<file path="config.mk">
export PLATFORM = sky130hd
export DESIGN_NAME = extint_detector
export DESIGN_NICKNAME = d
export VERILOG_FILES = /design/src/rtl/extint_pkg.sv /design/src/rtl/extint_rst_sync.sv /design/src/rtl/extint_sync.sv /design/src/rtl/extint_cond.sv /design/src/rtl/extint_flag.sv /design/src/rtl/extint_detector.sv
export SDC_FILE = /design/constraint.sdc
export NUM_CORES = 1
export LEC_CHECK = 0
export ABC_CLOCK_PERIOD_IN_PS = 1200
export BUFFER_PORTS_ARGS = -buffer_cell sky130_fd_sc_hd__buf_4
export CAP_MARGIN = 30
export CORE_AREA = 2 2 39 41
export CTS_CLUSTER_DIAMETER = 40
export DETAILED_ROUTE_END_ITERATION = 16
export DIE_AREA = 0 0 41 43
export PLACE_DENSITY = 0.6
export SLEW_MARGIN = 10
export SYNTH_ARGS = -nofsm -noshare
export SYNTH_HDL_FRONTEND = slang
export SYNTH_SLANG_ARGS = --single-unit
</file>
<file path="constraint.sdc">
create_clock -name clk -period 1.2 [get_ports clk]
set_input_delay 0.24 -clock clk [delete_from_list [all_inputs] [get_ports clk]]
set_output_delay 0.24 -clock clk [all_outputs]
set_load 0.005 [all_outputs]
</file>
<file path="src/rtl/extint_pkg.sv">
`timescale 1ns/1ps
package extint_pkg;
  localparam int CFG_W = 4;

  // Field order is the software-visible bit order (MSB first).
  typedef struct packed {
    logic pin_en;     // bit 3: pass the pin on
    logic lvl_high;   // bit 2: rising / high level when 1
    logic dual_edge;  // bit 1: detect both edges
    logic tmr_link;   // bit 0: pin drives timer gate
  } xcfg_t;

  localparam xcfg_t XCFG_RST = '0;
endpackage

</file>
<file path="src/rtl/extint_rst_sync.sv">
`timescale 1ns/1ps
module extint_rst_sync #(
  parameter int STAGES = 2
) (
  input  logic clk,
  input  logic arst_n,
  output logic rst_n_o
);
  logic [STAGES-1:0] chain_q;
  logic [STAGES-1:0] chain_d;

  always_comb chain_d = {chain_q[STAGES-2:0], 1'b1};

  always_ff @(posedge clk or negedge arst_n) begin
    if (!arst_n) chain_q <= '0;
    else         chain_q <= chain_d;
  end

  assign rst_n_o = chain_q[STAGES-1];
endmodule

</file>
<file path="src/rtl/extint_sync.sv">
`timescale 1ns/1ps
module extint_sync #(
  parameter int STAGES = 2
) (
  input  logic clk,
  input  logic rst_n,
  input  logic d_async,
  output logic q_sync
);
  logic [STAGES-1:0] stg_q;
  logic [STAGES-1:0] stg_d;

  generate
    if (STAGES == 1) begin : g_one
      always_comb stg_d = d_async;
    end else begin : g_many
      always_comb stg_d = {stg_q[STAGES-2:0], d_async};
    end
  endgenerate

  always_ff @(posedge clk or negedge rst_n) begin
    if (!rst_n) stg_q <= '0;
    else        stg_q <= stg_d;
  end

  assign q_sync = stg_q[STAGES-1];
endmodule

</file>
<file path="src/rtl/extint_cond.sv">
`timescale 1ns/1ps
module extint_cond
  import extint_pkg::*;
(
  input  logic  clk,
  input  logic  rst_n,
  input  logic  pin_s,
  input  xcfg_t cfg,
  output logic  active,
  output logic  edge_hit
);
  logic lvl_q;
  logic lvl_d;
  logic cur;

  // Gated, polarity-adjusted level: 1 means "recognised level present".
  always_comb begin
    cur   = cfg.pin_en & ~(pin_s ^ cfg.lvl_high);
    lvl_d = cur;
    if (cfg.dual_edge) edge_hit = cur ^ lvl_q;
    else               edge_hit = cur & ~lvl_q;
  end

  always_ff @(posedge clk or negedge rst_n) begin
    if (!rst_n) lvl_q <= 1'b0;
    else        lvl_q <= lvl_d;
  end

  assign active = cur;
endmodule

</file>
<file path="src/rtl/extint_flag.sv">
`timescale 1ns/1ps
module extint_flag (
  input  logic clk,
  input  logic rst_n,
  input  logic edge_hit,
  input  logic ie,
  input  logic poll_req,
  input  logic irq_ack,
  output logic flag,
  output logic skip,
  output logic irq
);
  logic flag_q;
  logic flag_d;
  logic clr;

  always_comb begin
    skip   = poll_req & ~ie & flag_q;
    clr    = skip | (irq_ack & ie);
    flag_d = flag_q;
    if (clr)      flag_d = 1'b0;
    if (edge_hit) flag_d = 1'b1;   // a new edge wins over a clear
  end

  always_ff @(posedge clk or negedge rst_n) begin
    if (!rst_n) flag_q <= 1'b0;
    else        flag_q <= flag_d;
  end

  assign flag = flag_q;
  assign irq  = flag_q & ie;
endmodule

</file>
<file path="src/rtl/extint_detector.sv">
`timescale 1ns/1ps
module extint_detector
  import extint_pkg::*;
#(
  parameter int SYNC_STAGES = 2,
  parameter int RST_STAGES  = 2
) (
  input  logic             clk,
  input  logic             rst_n,
  input  logic             pin_in,
  input  logic             cfg_we,
  input  logic [CFG_W-1:0] cfg_wdata,
  input  logic             ie_we,
  input  logic             ie_wdata,
  input  logic             poll_req,
  input  logic             irq_ack,
  output logic [CFG_W-1:0] cfg_rdata,
  output logic             ie_rdata,
  output logic             req_flag,
  output logic             irq,
  output logic             poll_skip,
  output logic             wake_match,
  output logic             tmr_ctl
);
  logic  rst_sync_n;
  logic  pin_s;
  logic  edge_hit;
  logic  active;
  xcfg_t cfg_q, cfg_d;
  logic  ie_q, ie_d;

  extint_rst_sync #(.STAGES(RST_STAGES)) u_rst (
    .clk(clk), .arst_n(rst_n), .rst_n_o(rst_sync_n)
  );

  extint_sync #(.STAGES(SYNC_STAGES)) u_sync (
    .clk(clk), .rst_n(rst_sync_n), .d_async(pin_in), .q_sync(pin_s)
  );

  // Register next state with explicit write enables.
  always_comb begin
    cfg_d = cfg_q;
    ie_d  = ie_q;
    if (cfg_we) cfg_d = xcfg_t'(cfg_wdata);
    if (ie_we)  ie_d  = ie_wdata;
  end

  always_ff @(posedge clk or negedge rst_sync_n) begin
    if (!rst_sync_n) begin
      cfg_q <= XCFG_RST;
      ie_q  <= 1'b0;
    end else begin
      cfg_q <= cfg_d;
      ie_q  <= ie_d;
    end
  end

  extint_cond u_cond (
    .clk(clk), .rst_n(rst_sync_n), .pin_s(pin_s), .cfg(cfg_q),
    .active(active), .edge_hit(edge_hit)
  );

  extint_flag u_flag (
    .clk(clk), .rst_n(rst_sync_n), .edge_hit(edge_hit), .ie(ie_q),
    .poll_req(poll_req), .irq_ack(irq_ack),
    .flag(req_flag), .skip(poll_skip), .irq(irq)
  );

  assign cfg_rdata  = cfg_q;
  assign ie_rdata   = ie_q;
  assign wake_match = active;
  assign tmr_ctl    = active & cfg_q.tmr_link;
endmodule

</file>
==> key figures <==
STA
  • PnR worst setup slack: -235 ps
  • Slew Viols, Final: 0
  • Worst clock skew: 9.29 ps
  • Tmin final: 1430 ps
  • Worst hold slack: 79.8 ps
  • Part of the cycle the worst path needs: 120%
  • Final hold vios: 0
  • RSZ-0062 raised after global routing: yes
  • # setup viols final: 5
  • Achievable Freq: between 0.6 and 0.7 GHz

Setup path
  • Reg-to-reg startpoint: cfg_rdata[2]$_DFFE_PN0P_
  • CP max FO: 2
  • Worst Path Required: ~960 ps
  • Critical path launch point type: register
  • Crit. End Element: output pin
  • Reg2reg path depth: 5
  • RR Endpoint: u_flag.flag$_DFFE_PN0P_
  • Arr. time, crit path: 1190 ps
  • R2R Setup Slk: -140 ps
  • CP Class: register to output pin

Floorplanning
  • Core Region: between 1000 and 1500 um^2
  • Chip height: 43 um
  • Die width: 41 um
  • Row count: 14
  • Initial core utilization: 30.3%
  • I/O Pins: 22
  • DIE AREA: between 1500 and 2000 um^2

Clock network
  • Root buffer cell: clkbuf_4
  • Clock sinks: 11
  • CTS Buf Count: 3
  • Maximum root-to-sink buffer count: 2
  • Clk pin slew, worst setup/hold paths: 60 ps
  • H-tree Lvls: 1
  • TritonCTS clock tree: done
  • Skew-Pair Late Insertion Delay: 270 ps

Cells and area
  • Post-route cell area: 732 um^2
  • Most common cell after layout, fill and taps aside: buf_4
  • Most frequent cells in the layout: buf_4 (19), dfrtp_1 (11), buf_6 (8)
  • Area Growth Syn to Fin: 74.6%
  • Final nets: 74
  • Share of layout cells above drive strength 1: 58.3%
  • Layout Cells excl Fill: 76
  • Fillers: 128
  • Antenna Cells: 0

Power
  • Maximum VDD drop: 0.00101 V
  • LEAKAGE: 0.367 nW
  • Power per cell area: 1290 nW/um^2

Worst hold path
  • Worst hold start: pin_in
  • Hold Path Class: primary input to register
  • Hold Path End: u_sync.stg_q[0]$_DFF_PN0_
  • Hold path cells: 1

Placement
  • Dpl ws: -114 ps
  • Inst Count DP: just under 70
  • Cell Area, Placed: between 600 and 700 um^2
  • GPL Wtd Cong: 0.652
  • Number of port buffers: 21
  • DP Wirelength: about 570 um

Yosys
  • Avg Cell Area, Syn: 15.0 um^2
  • Synthesized cell area: ~420 um^2
  • Syn nets: a little over 40
  • Post-synthesis register bit count: 11
  • Synthesized netlist cell count: 28
  • Synth top area cells: dfrtp_1 (66%), mux2_1 (13%), ha_1 (3.0%)
  • Synth area leader: dfrtp_1
  • Sequential fraction of the synthesis area: 65.7%
  • Synth cell types: 14
  • Yosys top cell area share: ~66%
  • Synth warnings: 0

Route
  • WL final: 804 um
  • Drt drc: 0
  • Vias per cell: around 4.2
  • DR vias: 317
  • Drt first pass iters: 1
  • Antenna-violating nets left: 0
  • Iter 0 DRT Violations: 0
  • Wirelength per Cell: 10.6 um

Outcome
  • Status: complete, but fails checks
  • Failing checks: negative setup slack

Global route
  • Vias in the first global route: ~280
  • Largest net degree at the start of global routing: 10
  • GRT Total Usage: 10.7%
  • Grt total ovfl: 0
  • Initial antenna violation count: 0
  • Global-route wire length before repair: between 1 and 1.5 mm

Job
  • Max-Cap Viols: 0
==> routing by layer <==
layer  share of wire (%)  global-route usage (%)  wire [um]
met5                   0                       0          0
met4                 2.4                    8.00         19
met3                 9.8                    7.85         79
met2                  47                    13.4        380
met1                  40                    11.9        325
==> registers in the layout, indices dropped and copies added (netlist names) <==
signal	count
cfg_rdata	4
u_sync.stg_q	2
u_rst.chain_q	2
u_flag.flag	1
ie_rdata	1
u_cond.lvl_q	1
==> stage by stage <==
step | TNS (ps) | power, mW | util, %
6_report | -641 | 0.941 | 52.9
5_1_grt | -901 | 0.995 | 52.9
4_1_cts | -652 | 0.940 | 51.5
3_5_place_dp | -114 | 0.638 | 45.8
3_3_place_gp | -79.2 | 0.635 | 45.8
2_1_floorplan | -106 | 0.513 | -
==> kinds of logic (layout without fill, tap and decap cells) <==
logic type	after synthesis	after routing	share of synthesized area, %
and+or+nand+nor	6	6	9.56
DFF	11	11	65.7
other	1	1	0.895
AOI/OAI and AO/OA	1	1	2.09
muxes	6	6	15.8
xor gates and xnor gates	1	1	2.09
buffers and inverters	1	33	0.895
adders and majority gates	1	1	2.98
==> power breakdown <==
group          internal, mW  switching [mW]  leakage [nW]
combinational         0.178          0.0728         0.223
clock                 0.129           0.126        0.0150
sequential            0.407          0.0289         0.129
==> worst max path at each step <==
stage                             startpoint                      end  slack (ps)  cells past startpoint
global placement    cfg_rdata[2]$_DFFE_PN0P_  u_flag.flag$_DFFE_PN0P_         -80                      5
CTS                 cfg_rdata[2]$_DFFE_PN0P_               wake_match        -260                      4
global route        cfg_rdata[2]$_DFFE_PN0P_               wake_match        -300                      4
detailed placement  cfg_rdata[2]$_DFFE_PN0P_  u_flag.flag$_DFFE_PN0P_        -110                      5
floorplan           cfg_rdata[2]$_DFFE_PN0P_  u_flag.flag$_DFFE_PN0P_        -110                      5
finish              cfg_rdata[2]$_DFFE_PN0P_               wake_match        -230                      4
==> timing repair <==
action / CTS / global route
resized for setup: 6 / 5
cloned: 0 / 0
hold buffers: 1 / 0
hold endpoints to repair: 2 / 0
pin swaps: 3 / 5
buffers inserted: 3 / 1
endpoints found under the setup margin: 5 / 7
==> cell type report <==
| class | instances | area [um^2] | area share (%) |
|---|---|---|---|
| timing repair buffer | 28 | 243 | 33.2 |
| multi-input combinational | 16 | 164 | 22.4 |
| sequential | 11 | 275 | 37.6 |
| clock buffer | 4 | 26.3 | 3.59 |
| inverter | 1 | 3.75 | 0.513 |
| tap | 16 | 20.0 | 2.74 |
==> synth_stat cells (all sizes together) <==
master  count
and2        2
or2         1
nand2       1
xnor2       1
and3        1
inv         1
a22o        1
mux2        5
mux2i       1
dfrtp      11
ha          1
and3b       1
conb        1
==> worst max-delay path: stages, from the launching register on <==
cell and delay [ps]:
dfrtp_1 420, xnor2_2 150, and2_4 150, buf_6 110
buf_6 100
Power figures use the tool's default switching activity.
